<file path="src/rtl/ldev_ctrl_pkg.sv">
package ldev_ctrl_pkg;

    localparam logic [7:0] CFG_ACTIVATE = 8'h30;
    localparam logic [7:0] CFG_RANGECHK = 8'h31;
    localparam logic [7:0] CFG_BASE0    = 8'h60;

    localparam logic [7:0] PATTERN_SET   = 8'h55;
    localparam logic [7:0] PATTERN_CLEAR = 8'hAA;

    typedef struct packed {
        logic active;
        logic chk_en;
        logic chk_pat;
    } ldev_ctl_t;

    typedef enum logic [1:0] {
        RESP_NONE,
        RESP_CHECK,
        RESP_DEVICE
    } resp_e;

    function automatic logic window_hit(input logic [15:0] base,
                                        input logic [15:0] addr,
                                        input logic [16:0] len);
        logic [16:0] lo;
        logic [16:0] a;
        lo = {1'b0, base};
        a  = {1'b0, addr};
        return (base != 16'h0) && (a >= lo) && (a < lo + len);
    endfunction

endpackage

</file>
<file path="src/rtl/ldev_regs.sv">
module ldev_regs
    import ldev_ctrl_pkg::*;
#(
    parameter int NUM_RANGES = 8
) (
    input  logic                           clk,
    input  logic                           rst,
    input  logic                           cfg_reset,
    input  logic                           cfg_wr_en,
    input  logic [7:0]                     cfg_addr,
    input  logic [7:0]                     cfg_wdata,
    output logic [7:0]                     cfg_rdata,
    output ldev_ctl_t                      ctl,
    output logic [NUM_RANGES-1:0][15:0]    bases
);
    localparam int BASE_BYTES = 2 * NUM_RANGES;

    logic [7:0] base_off;
    logic       in_base;
    logic       clr;

    assign clr      = rst | cfg_reset;
    assign base_off = cfg_addr - CFG_BASE0;
    assign in_base  = (cfg_addr >= CFG_BASE0) && ({24'h0, base_off} < BASE_BYTES);

    // Control byte: activation refuses / cancels range check.
    always_ff @(posedge clk) begin
        if (clr) begin
            ctl <= '0;
        end else if (cfg_wr_en) begin
            if (cfg_addr == CFG_ACTIVATE) begin
                ctl.active <= cfg_wdata[0];
                if (cfg_wdata[0]) begin
                    ctl.chk_en <= 1'b0;
                end
            end else if (cfg_addr == CFG_RANGECHK) begin
                ctl.chk_pat <= cfg_wdata[0];
                ctl.chk_en  <= cfg_wdata[1] & ~ctl.active;
            end
        end
    end

    for (genvar g = 0; g < NUM_RANGES; g++) begin : g_base
        always_ff @(posedge clk) begin
            if (clr) begin
                bases[g] <= '0;
            end else if (cfg_wr_en && in_base && (base_off[7:1] == 7'(g))) begin
                if (base_off[0]) begin
                    bases[g][7:0] <= cfg_wdata;
                end else begin
                    bases[g][15:8] <= cfg_wdata;
                end
            end
        end
    end

    always_comb begin
        cfg_rdata = 8'h00;
        if (cfg_addr == CFG_ACTIVATE) begin
            cfg_rdata = {7'b0, ctl.active};
        end else if (cfg_addr == CFG_RANGECHK) begin
            cfg_rdata = {6'b0, ctl.chk_en, ctl.chk_pat};
        end else begin
            for (int i = 0; i < NUM_RANGES; i++) begin
                if (in_base && (base_off[7:1] == 7'(i))) begin
                    cfg_rdata = base_off[0] ? bases[i][7:0] : bases[i][15:8];
                end
            end
        end
    end

endmodule

</file>
<file path="src/rtl/ldev_decode.sv">
module ldev_decode
    import ldev_ctrl_pkg::*;
#(
    parameter int NUM_RANGES = 8,
    parameter int RANGE_LEN  = 8
) (
    input  logic [NUM_RANGES-1:0][15:0] bases,
    input  logic [15:0]                 io_addr,
    output logic                        any_hit
);
    localparam logic [16:0] LEN17 = 17'(RANGE_LEN);

    logic [NUM_RANGES-1:0] hits;

    for (genvar g = 0; g < NUM_RANGES; g++) begin : g_win
        assign hits[g] = window_hit(bases[g], io_addr, LEN17);
    end

    assign any_hit = |hits;

endmodule

</file>
<file path="src/rtl/ldev_respond.sv">
module ldev_respond
    import ldev_ctrl_pkg::*;
(
    input  logic       clk,
    input  logic       rst,
    input  logic       io_rd_en,
    input  logic       hit,
    input  ldev_ctl_t  ctl,
    output logic       io_chk_drive,
    output logic       io_dev_sel,
    output logic [7:0] io_rdata
);
    resp_e kind;

    always_comb begin
        kind = RESP_NONE;
        if (io_rd_en && hit) begin
            if (ctl.active) begin
                kind = RESP_DEVICE;
            end else if (ctl.chk_en) begin
                kind = RESP_CHECK;
            end
        end
    end

    always_ff @(posedge clk) begin
        if (rst) begin
            io_chk_drive <= 1'b0;
            io_dev_sel   <= 1'b0;
            io_rdata     <= 8'h00;
        end else begin
            io_chk_drive <= (kind == RESP_CHECK);
            io_dev_sel   <= (kind == RESP_DEVICE);
            io_rdata     <= (kind == RESP_CHECK)
                            ? (ctl.chk_pat ? PATTERN_SET : PATTERN_CLEAR)
                            : 8'h00;
        end
    end

endmodule

</file>
<file path="src/rtl/ldev_ctrl.sv">
module ldev_ctrl
    import ldev_ctrl_pkg::*;
#(
    parameter int NUM_RANGES = 8,
    parameter int RANGE_LEN  = 8
) (
    input  logic        clk,
    input  logic        rst,
    input  logic        cfg_reset,
    input  logic        cfg_wr_en,
    input  logic [7:0]  cfg_addr,
    input  logic [7:0]  cfg_wdata,
    output logic [7:0]  cfg_rdata,
    input  logic        io_rd_en,
    input  logic [15:0] io_addr,
    output logic        io_chk_drive,
    output logic [7:0]  io_rdata,
    output logic        io_dev_sel
);
    ldev_ctl_t                    ctl_q;
    logic [NUM_RANGES-1:0][15:0]  bases_q;
    logic                         hit;

    ldev_regs #(.NUM_RANGES(NUM_RANGES)) u_regs (
        .clk       (clk),
        .rst       (rst),
        .cfg_reset (cfg_reset),
        .cfg_wr_en (cfg_wr_en),
        .cfg_addr  (cfg_addr),
        .cfg_wdata (cfg_wdata),
        .cfg_rdata (cfg_rdata),
        .ctl       (ctl_q),
        .bases     (bases_q)
    );

    ldev_decode #(.NUM_RANGES(NUM_RANGES), .RANGE_LEN(RANGE_LEN)) u_decode (
        .bases   (bases_q),
        .io_addr (io_addr),
        .any_hit (hit)
    );

    ldev_respond u_respond (
        .clk          (clk),
        .rst          (rst),
        .io_rd_en     (io_rd_en),
        .hit          (hit),
        .ctl          (ctl_q),
        .io_chk_drive (io_chk_drive),
        .io_dev_sel   (io_dev_sel),
        .io_rdata     (io_rdata)
    );

endmodule

</file>
<file path="config.mk">
export PLATFORM = sky130hd
export DESIGN_NAME = ldev_ctrl
export DESIGN_NICKNAME = d
export VERILOG_FILES = /design/src/rtl/ldev_ctrl_pkg.sv /design/src/rtl/ldev_regs.sv /design/src/rtl/ldev_decode.sv /design/src/rtl/ldev_respond.sv /design/src/rtl/ldev_ctrl.sv
export SDC_FILE = /design/constraint.sdc
export NUM_CORES = 1
export LEC_CHECK = 0
export ABC_AREA = 1
export BUFFER_PORTS_ARGS = -buffer_cell sky130_fd_sc_hd__buf_2
export CORE_AREA = 4 4 170 172
export CTS_BUF_LIST = sky130_fd_sc_hd__clkbuf_4
export CTS_CLUSTER_DIAMETER = 200
export CTS_CLUSTER_SIZE = 10
export DETAILED_ROUTE_END_ITERATION = 6
export DIE_AREA = 0 0 174 176
export PLACE_DENSITY = 0.71
export SLEW_MARGIN = 30
export SYNTH_ARGS = -nofsm -noshare
export SYNTH_HDL_FRONTEND = slang
export SYNTH_HIERARCHICAL = 1
export SYNTH_SLANG_ARGS = --single-unit
</file>
<file path="constraint.sdc">
create_clock -name clk -period 4.76 [get_ports clk]
set_input_delay 1.428 -clock clk [delete_from_list [all_inputs] [get_ports clk]]
set_output_delay 1.428 -clock clk [all_outputs]
set_load 0.05 [all_outputs]
</file>
Yosys cells after proc, flatten, opt, wreduce, memory -nomap -nowiden
Index checks and enable logic that the tools add are counted.
{"block": "totals", "regBits": 141, "out_inout_bits": 18, "word_cells": 158, "input_bits": 37}
{"block": "op_classes", "mux": 25, "eq_ne": 12, "n_lt_le_gt_ge": 18, "n_addsub": 9, "bitwise": 6, "n_reduce_logical": 66}
{"cell": "8-bit 2-to-1 mux", "n": 19}
{"cell": "16-bit by 4-bit adder with 17-bit output, second input constant", "n": 8}
{"cell": "16-bit by 17-bit < comparator with 1-bit output", "n": 8}
{"cell": "16-bit greater-or-equal comparator", "n": 8}
{"cell": "16-bit nonzero test", "n": 8}
{"cell": "1-bit logical AND", "n": 35}
{"cell": "2-bit AND reduction", "n": 17}
{"cell": "7-bit by 3-bit == test with 1-bit output, second input constant", "n": 4}
{"cell": "8-bit by 6-bit == test with 1-bit output, second input constant", "n": 2}
{"cell": "7-bit by 2-bit == test with 1-bit output, second input constant", "n": 2}
{"cell": "8-bit by 7-bit greater-or-equal comparator with 1-bit output, second input constant", "n": 1}
{"cell": "8-bit by 5-bit < comparator with 1-bit output, second input constant", "n": 1}
{"cell": "8-bit OR reduction", "n": 1}
{"cell": "8-bit by 7-bit subtractor with 8-bit output, second input constant", "n": 1}
{"cell": "7-bit by 1-bit == test with 1-bit output, second input constant", "n": 1}
{"cell": "7-bit zero test", "n": 1}
{"cell": "2-bit 2-to-1 mux", "n": 3}
{"cell": "3-bit AND reduction", "n": 2}
{"cell": "1-bit NOT", "n": 4}
{"cell": "1-bit 2-to-1 mux", "n": 3}
{"cell": "2-bit by 1-bit == test with 1-bit output, second input constant", "n": 1}
{"cell": "2-bit == test, second input constant", "n": 1}
{"cell": "2-bit != test, second input constant", "n": 1}
{"cell": "2-bit nonzero test", "n": 1}
{"cell": "other kinds (3)", "n": 3}

Logic depth before layout (Yosys ltp)
Gate-level depths: netlist of run 1.
{"block": "depth", "word_depth": 14, "mapped_depth": 21, "ltp_nobuf": 21}

Cells and area by module
Netlist of run 1, hierarchy kept.
{"mod": "ldev_decode", "seq_area_each_um2": 0.0, "n_inst": 1, "area_each_um2": 8353.0, "cells_each": 1333}
{"mod": "ldev_regs", "seq_area_each_um2": 2622.5, "n_inst": 1, "area_each_um2": 6374.9, "cells_each": 824}
{"mod": "ldev_respond", "seq_area_each_um2": 80.1, "n_inst": 1, "area_each_um2": 171.4, "cells_each": 20}

Least setup slack after synthesis of run 1
Ideal clock, no wire load.
{"block": "synth_path", "path_kind": "input to output", "from": "input cfg_addr[5]", "to": "output cfg_rdata[0]", "cell_stages": 11, "setup_slack_ns": 0.217, "t_required_ns": 3.332, "arrival_time_ns": 3.115, "n_path_buf": 1, "path_cell_list": "ha_1 > nor2_4 > nand2_2 > nor2_8 > clkbuf_1 > nand3_1 > nand2_1 > nor2_1 > nand4_1 > nor2_1 > nand4_1"}
{"block": "synth_via", "elab_chain_cells": 14, "word_cells_on_any_way": 32, "classes_between": "1 x add/sub; 2 x order compare; 9 x eq/ne; 10 x mux; 10 x reduce/logical"}
{"element": "from (decl)", "line_no": "ldev_ctrl.sv:11", "rtl": "input logic [7:0] cfg_addr,"}
{"element": "8-bit by 7-bit subtractor with 8-bit output", "line_no": "ldev_regs.sv:23", "rtl": "assign base_off = cfg_addr - CFG_BASE0;"}
{"element": "8-bit by 5-bit < comparator with 1-bit output", "line_no": "ldev_regs.sv:24", "rtl": "assign in_base = (cfg_addr >= CFG_BASE0) && ({24'h0, base_off} < BASE_BYTES);"}
{"element": "1-bit logical AND", "line_no": "ldev_regs.sv:24"}
{"element": "1-bit logical AND", "line_no": "ldev_regs.sv:65", "rtl": "if (in_base && (base_off[7:1] == 7'(i))) begin"}
{"element": "8-bit 2-to-1 mux (8 in series)", "line_no": "ldev_regs.sv:65"}
{"element": "8-bit 2-to-1 mux", "line_no": "ldev_regs.sv:61", "rtl": "end else if (cfg_addr == CFG_RANGECHK) begin"}
{"element": "8-bit 2-to-1 mux *", "line_no": "ldev_regs.sv:59", "rtl": "if (cfg_addr == CFG_ACTIVATE) begin"}
{"element": "to (decl)", "line_no": "ldev_ctrl.sv:13", "rtl": "output logic [7:0] cfg_rdata,"}
Every way passes the cells marked *; elsewhere a longest branch is shown, timed or not.

Worst setup path in the final report of run 1
{"block": "layout_path", "from": "input cfg_addr[5]", "to": "output cfg_rdata[3]"}
The elaborated chain is that of the path after synthesis.

==> metrics, run 1 <==
via count of the first global-routing pass=14017; busiest grt layer=met2; CP Buf/Inv Count=4; post-synthesis xor/xnor area fraction=0.05173; net count reported at finish=2501; Yosys top cell by area=sky130_fd_sc_hd__ha_1; IO Port Bufs=54; Worst R2R Start=u_regs/bases[35]; beginning of the worst hold path=u_regs/ctl[0]; # IOs=55; Slowest Stage Delay on Critical Path=0.27 ns; leakage power summed over all cells=0.006657 uW; worst-case register-to-register setup slack=1.42 ns; leading cell type in the layout, fill and taps excluded=sky130_fd_sc_hd__nand2_1; TritonCTS clock tree=yes; routed length per placed instance=18.49 um; ratio of cells with drive above 1 in the final layout=0.1037; worst IR drop on VDD=0.1352 mV; Synth Cell Area=14900 um2; violation count after the first detailed-route iteration=1308; flip-flop and latch count after synthesis=135; count of hold buffers inserted by post-cts repair=0; estimated wirelength of the detail-placed design=35.40 mm; Tmin final=4.727 ns; worst hold path type=reg -> reg; fraction of synthesized area in multiplexers=0.001344; number of fill cells=2727; worst reg2reg endpoint=u_respond/io_rdata[5]; signal arrival time at the worst endpoint=3.30 ns; Max Cap Viol=0; Root Driver=sky130_fd_sc_hd__clkbuf_4; die area=30620 um2; run status=finished, final reports clean; leading cell types by total area after synthesis=sky130_fd_sc_hd__ha_1 21%, sky130_fd_sc_hd__dfxtp_1 18%, sky130_fd_sc_hd__nand2_1 13%; end point of the most critical hold path=u_respond/io_rdata[6]; drc violations=0; data required time of the worst path=3.33 ns; top-area cell type share of the netlist area=0.2099; TritonCTS buffer count=17; total chip power=2491 uW; Adder-Cell Fraction of Synth Area=0.2099; footprint of the flip-flops and latches=2703 um2; horizontal die dimension=174 um; largest net degree at the start of global routing=81; residual overflow from global routing=0; cell class contributing the biggest share of worst-path delay=simple AND/OR/NAND/NOR gates; Simple-Gate Fraction of Synth Area=0.3376; post-detailed-routing wire length=47.58 mm; post-synthesis instance total=2177; combinational family with the most area after synthesis=simple AND/OR/NAND/NOR gates; Placer Congestion=0.9617; Worst Clk Skew=0.02833 ns; Syn. warnings=6; number of cells on the worst reg-to-reg path=19; antenna violations before repair=1; number of clock sinks=135; number of nets in the synthesized netlist=2464; met2 track utilization from global routing=0.5211; Highest Clock Rate=211.6 MHz; register clock-pin slew on the reported worst setup and hold paths=0.14 ns; Die Ht=176 um; Pins Over Slew Limit=0; Hold Slack=0.4896 ns; overall track demand over capacity in global routing=0.3023; largest fanout of any net on the critical path=8; mean post-synth cell area=6.844 um2; number of core rows=61; number of distinct library cell variants in the gate-level netlist after synthesis=41; clock network latency to the later pin of the worst-skew pair=0.58 ns; Via density=5.754; Area Overhead vs Synth=6.743%; kind of end point of the critical path=output pin; met1 Use GR=0.4024; Final Hold Violating Endpoints=0; Synth Area in Compound Gates=0.1298; post-route fraction of the period consumed by the critical path=0.9931; count of cells along the worst hold path=2; slowest stage cell on the critical path=sky130_fd_sc_hd__nor3_1; number of search-and-repair iterations in the first detailed-routing pass=6; Starting Density=0.5423; wire length of the first global-routing pass=74.12 mm; Setup crit start kind=input port; pwr/cell area=156.6 nW/um2; deepest clock path buffer count=2; series of cell instances along the critical path=buf_2, ha_1, inv_1, nand2_1, nand2_4, nor2_8, buf_4, nand2_4, nor3_1, nor3_1, nand4_1, clkbuf_4; core box area=27480 um2; Finish-stage setup viols=0; Routed Antenna Nets=0; WS Path Type=in -> out; headroom to the max-slew limit=0.3453; sequential fraction of the synthesis area=0.1814; most used cells in the layout excluding fill and tap cells=511 x sky130_fd_sc_hd__nand2_1, 301 x sky130_fd_sc_hd__nor2_1, 250 x sky130_fd_sc_hd__ha_1; startpoint of the most critical setup path=cfg_addr[5]; area of the multi-input gates=10950 um2; routed vias=14812; slew at the pin closest to its max-slew limit=0.9810 ns; count of H-tree levels built during CTS=4; met3 Use GR=0.03769
## cell usage after synthesis (all sizes together)
cell type  number
nor3           47
clkbuf         28
ha            250
a21oi         120
xnor2           8
inv           252
xor2           80
nand2         521
buf            36
dfxtp         135
nand4          52
o21ai          27
nor4           18
or2            12
o21bai          9
a21o            2
o21a           14
mux2i           2
nor3b           1
o211ai         11
and2            5
nor2          319
a211oi        119
nand3b          3
and3            3
nand3         103
## flip-flops by register name, indices dropped and copies added, names as in the netlist
signal and cells:
u_regs/bases 128, u_regs/ctl 3, u_respond/io_chk_drive 1, u_respond/io_dev_sel 1
u_respond/io_rdata 2
## cell families after synthesis
| kind of cell | count (synthesis) |
|---|---|
| adder cells (fa/ha/maj) | 250 |
| flip-flops | 135 |
| XOR/XNOR | 88 |
| AO/OA/AOI/OAI | 302 |
| buffers and inverters | 316 |
| AND/OR/NAND/NOR | 1084 |
| multiplexers | 2 |
## what timing repair did
action	CTS	global route
cloned	0	1
setup buffers	0	3
resized for setup	3	26
setup endpoints to repair	4	8
pin swaps	0	5
## worst max path at each step
| stage | end | slack (ns) | cells after the start |
|---|---|---|---|
| detailed placement | cfg_rdata[5] | -0.02 | 12 |
| CTS | cfg_rdata[5] | 0.006 | 13 |
| finish | cfg_rdata[3] | 0.03 | 12 |
| global route | cfg_rdata[4] | -0.008 | 14 |
| global placement | cfg_rdata[2] | 0.02 | 14 |
| floorplan | cfg_rdata[0] | 0.22 | 11 |
## layout make-up
| type | count | share of cell area |
|---|---|---|
| inverters | 252 | 0.05971 |
| repair buffers | 81 | 0.03477 |
| clock inverters | 13 | 0.01070 |
| flip-flops and latches | 135 | 0.1699 |
| clock buffers | 19 | 0.008969 |
| multi-input cells | 1727 | 0.6885 |
| diodes | 1 | 0.0001573 |
| well taps | 346 | 0.02722 |
## per-layer routing
| metal | part of all wire | wire [um] |
|---|---|---|
| met5 | 0 | 0 |
| met4 | 0.027 | 1280 |
| met3 | 0.069 | 3288 |
| met2 | 0.47 | 22180 |
| met1 | 0.44 | 20830 |
## worst register-to-register path, delay by kind of cell, from the launching register on
kind	cells	cell delay, ns
xor+xnor	1	0.11
simple gates	16	2.04
flops	1	0.54
fa+ha+maj	2	0.55
## power breakdown
group	switching [uW]	total [uW]	internal [uW]
sequential	0.128	1130	1130
combinational	337	496	159
clock	482	865	383
## metrics by stage
stage | setup TNS (ns) | setup WS (ns) | std cells | util | cell area [um2]
CTS | 0 | 0.005766 | 2569 | 0.5747 | 15790
global placement | 0 | 0.02465 | 2537 | 0.5630 | 15470
global route | -0.01468 | -0.007884 | 2574 | 0.5788 | 15900
finish | 0 | 0.03298 | 2574 | 0.5788 | 15900
floorplan | 0 | 0.2170 | 2177 | - | 14900
detailed placement | -0.04323 | -0.02328 | 2537 | 0.5630 | 15470
Note: power is estimated with default switching activity, not from simulation.
==> inputs of run 2 (changes only) <==
--- a/config.mk
+++ b/config.mk
@@ -13,6 +13,7 @@
 export CTS_CLUSTER_SIZE = 10
 export DETAILED_ROUTE_END_ITERATION = 6
 export DIE_AREA = 0 0 174 176
+export MAX_ROUTING_LAYER = met4
 export PLACE_DENSITY = 0.71
 export SLEW_MARGIN = 30
 export SYNTH_ARGS = -nofsm -noshare
==> run 2 against run 1 <==
Total power down 1.9%. Clock skew shrank 0.0046 ns. Sequential power is essentially flat. Design area fell by 0.40%. Flip-flop and latch count did not move. Cell count barely moved. Sequential share of layout area grew 0.068 points. Count of clock-buffer cells in the layout is 2 lower. Setup slack better by 0.030 ns. Non-clock buffer count shrank 4. Clock power down 5.5%. Register-to-register slack improved by 0.17 ns.
==> metrics, run 2 (synthesis results as in run 1) <==
pwr/cell area=154.2 nW/um2 (-1.5%); Root Driver=sky130_fd_sc_hd__clkbuf_4; slack of the critical path=0.06332 ns (+0.03033 ns); Int Pwr=1612 uW (-3.6%); TritonCTS buffer count=17 (unchanged); switching pwr=831.3 uW (+1.5%); die area=30620 um2 (unchanged); Highest Clock Rate=212.9 MHz (+0.65%); largest net degree at the start of global routing=69 (-15%); setup repair after global routing missed its margin=true; worst IR drop on VDD=0.1274 mV (-5.7%); wire length of the first global-routing pass=74.02 mm (-0.14%); drc violations=0 (unchanged); IO Port Bufs=54 (unchanged); net count reported at finish=2497 (-0.16%); Max Cap Viol=0 (unchanged); biggest regs=u_regs/bases: 128 flops, u_regs/ctl: 3 flops, u_respond/io_rdata: 2 flops; register clock-pin slew on the reported worst setup and hold paths=0.11 ns (-0.03 ns); largest register by flop count=u_regs/bases; core box area=27480 um2 (unchanged); deepest clock path buffer count=2 (unchanged); most used cells in the layout excluding fill and tap cells=510 x sky130_fd_sc_hd__nand2_1, 301 x sky130_fd_sc_hd__nor2_1, 250 x sky130_fd_sc_hd__ha_1; signal arrival time at the worst endpoint=3.27 ns (-0.03 ns); Pins Over Slew Limit=0 (unchanged); Area Overhead vs Synth=6.315%; Starting Density=0.5423 (unchanged); TritonCTS clock tree=yes; overall track demand over capacity in global routing=0.3112 (+0.008864); routed length per placed instance=18.43 um (-0.31%); run status=finished, final reports clean; core utilization of the finished layout=0.5765 (-0.002322); Via density=5.733 (-0.38%); routed vias=14744 (-0.46%); post-route fraction of the period consumed by the critical path=0.9867 (-0.006373); residual overflow from global routing=0 (unchanged); post-detailed-routing wire length=47.40 mm (-0.38%); via count of the first global-routing pass=13807 (-1.5%); headroom to the max-slew limit=0.3535 (+0.008222); Placer Congestion=0.9750 (+1.4%); data required time of the worst path=3.33 ns (about the same); slew at the pin closest to its max-slew limit=0.9687 ns (-0.01232 ns); number of core rows=61 (unchanged); violation count after the first detailed-route iteration=1121 (-14%); Finish-stage setup viols=0 (unchanged); WS Path Type=in -> out; Place WS=-0.009868 ns (+0.01341 ns); number of clock sinks=135 (unchanged); horizontal die dimension=174 um (unchanged); clock network latency to the later pin of the worst-skew pair=0.57 ns (about the same); Tmin final=4.697 ns (-0.03033 ns); number of fill cells=2751 (+0.88%); part of the total power dissipated in sequential elements=0.463 (+0.009); estimated wirelength of the detail-placed design=34.97 mm (-1.2%); largest fanout of any net on the critical path=6 (-2); switching part of the total=0.3403 (+0.01152); antenna violations before repair=3 (+2); Routed Antenna Nets=0 (unchanged); worst-case register-to-register setup slack=1.59 ns (+0.17 ns); # IOs=55 (unchanged); leakage power summed over all cells=0.006626 uW (-0.46%); kind of end point of the critical path=output pin; part of the total power dissipated in the clock network=0.334 (-0.013); number of search-and-repair iterations in the first detailed-routing pass=5 (-1); flip-flop count of the largest register, all copies and words added=128 (unchanged); count of H-tree levels built during CTS=4 (unchanged); leading cell type in the layout, fill and taps excluded=sky130_fd_sc_hd__nand2_1; ratio of cells with drive above 1 in the final layout=0.1008 (-0.002962); fraction of power consumed by combinational cells=0.203 (+0.004); Die Ht=176 um (unchanged); Setup crit start kind=input port; worst hold path type=reg -> reg; Worst Clk Skew=0.02372 ns (-0.004613 ns); Final Hold Violating Endpoints=0 (unchanged)
==> run 2: cell count changes in the layout (fill, tap and decap cells not counted), sizes merged <==
cell and delta:
clkbuf -2, diode +2, buf -4, clkinvlp -1, bufinv -1, inv +3
clkinv +1
==> run 2: layout make-up <==
type	instances	area, um2	area share
inverters	252	949.7	0.05995
repair buffers	77	523.0	0.03302
flip-flops and latches	135	2703	0.1706
well taps	346	432.9	0.02733
diodes	3	7.507	0.0004739
multi-input cells	1727	10930	0.6901
clock inverters	15	165.2	0.01043
clock buffers	17	127.6	0.008057
==> run 2: metal layers <==
metal / up-vias / track usage / routed length, um
li1: 7353 / - / -
met1: 6759 / 0.4068 / 21270
met2: 513 / 0.4988 / 21530
met3: 119 / 0.03405 / 2675
met4: 0 / 0.1201 / 1927
met5: - / - / 0
==> run 2: critical path, cell delays in order <==
cell,delay (ns)
sky130_fd_sc_hd__buf_2,0.12
sky130_fd_sc_hd__ha_1,0.33
sky130_fd_sc_hd__nor2_4,0.16
sky130_fd_sc_hd__nand2_4,0.10
sky130_fd_sc_hd__nor2_8,0.16
sky130_fd_sc_hd__buf_4,0.17
sky130_fd_sc_hd__nand2_4,0.05
sky130_fd_sc_hd__o211ai_1,0.26
sky130_fd_sc_hd__nor3_1,0.11
sky130_fd_sc_hd__nand4_1,0.16
sky130_fd_sc_hd__buf_4,0.23
==> run 2: repair_timing <==
| item | in CTS | in global routing |
|---|---|---|
| buffers inserted | 0 | 2 |
| hold endpoints to repair | 0 | 0 |
| gates cloned | 0 | 1 |
| hold buffers | 0 | 0 |
| setup endpoints to repair | 2 | 8 |
| pin swaps | 0 | 4 |
| resized for setup | 2 | 24 |
==> run 2: power by group through the flow <==
stage	sequential (uW)	combinational [uW]	clock [uW]
floorplan	1150	299	0
global placement	1150	467	0
detailed placement	1150	482	0
CTS	1130	484	821
global route	1130	556	871
finish	1130	497	817
==> run 2: stage by stage <==
step                area [um2]  power [uW]  hold WS (ns)  setup TNS, ns  cells
finish                   15840        2443        0.5170              0   2572
global route             15840        2557        0.5338       -0.08123   2572
global placement         15450        1622        0.4859              0   2534
detailed placement       15450        1637        0.4911       -0.01518   2534
floorplan                14900        1454        0.4258              0   2177
CTS                      15750        2436        0.5099              0   2566
==> run 2: worst paths after layout <==
| kind | to | cells after the start | start |
|---|---|---|---|
| worst min register to register | u_regs/ctl[1] | 2 | u_regs/ctl[1] |
| worst min-delay path | u_regs/ctl[1] | 2 | u_regs/ctl[1] |
| worst max register to register | u_respond/io_rdata[5] | 20 | u_regs/bases[115] |
| worst max-delay path | cfg_rdata[3] | 11 | cfg_addr[5] |
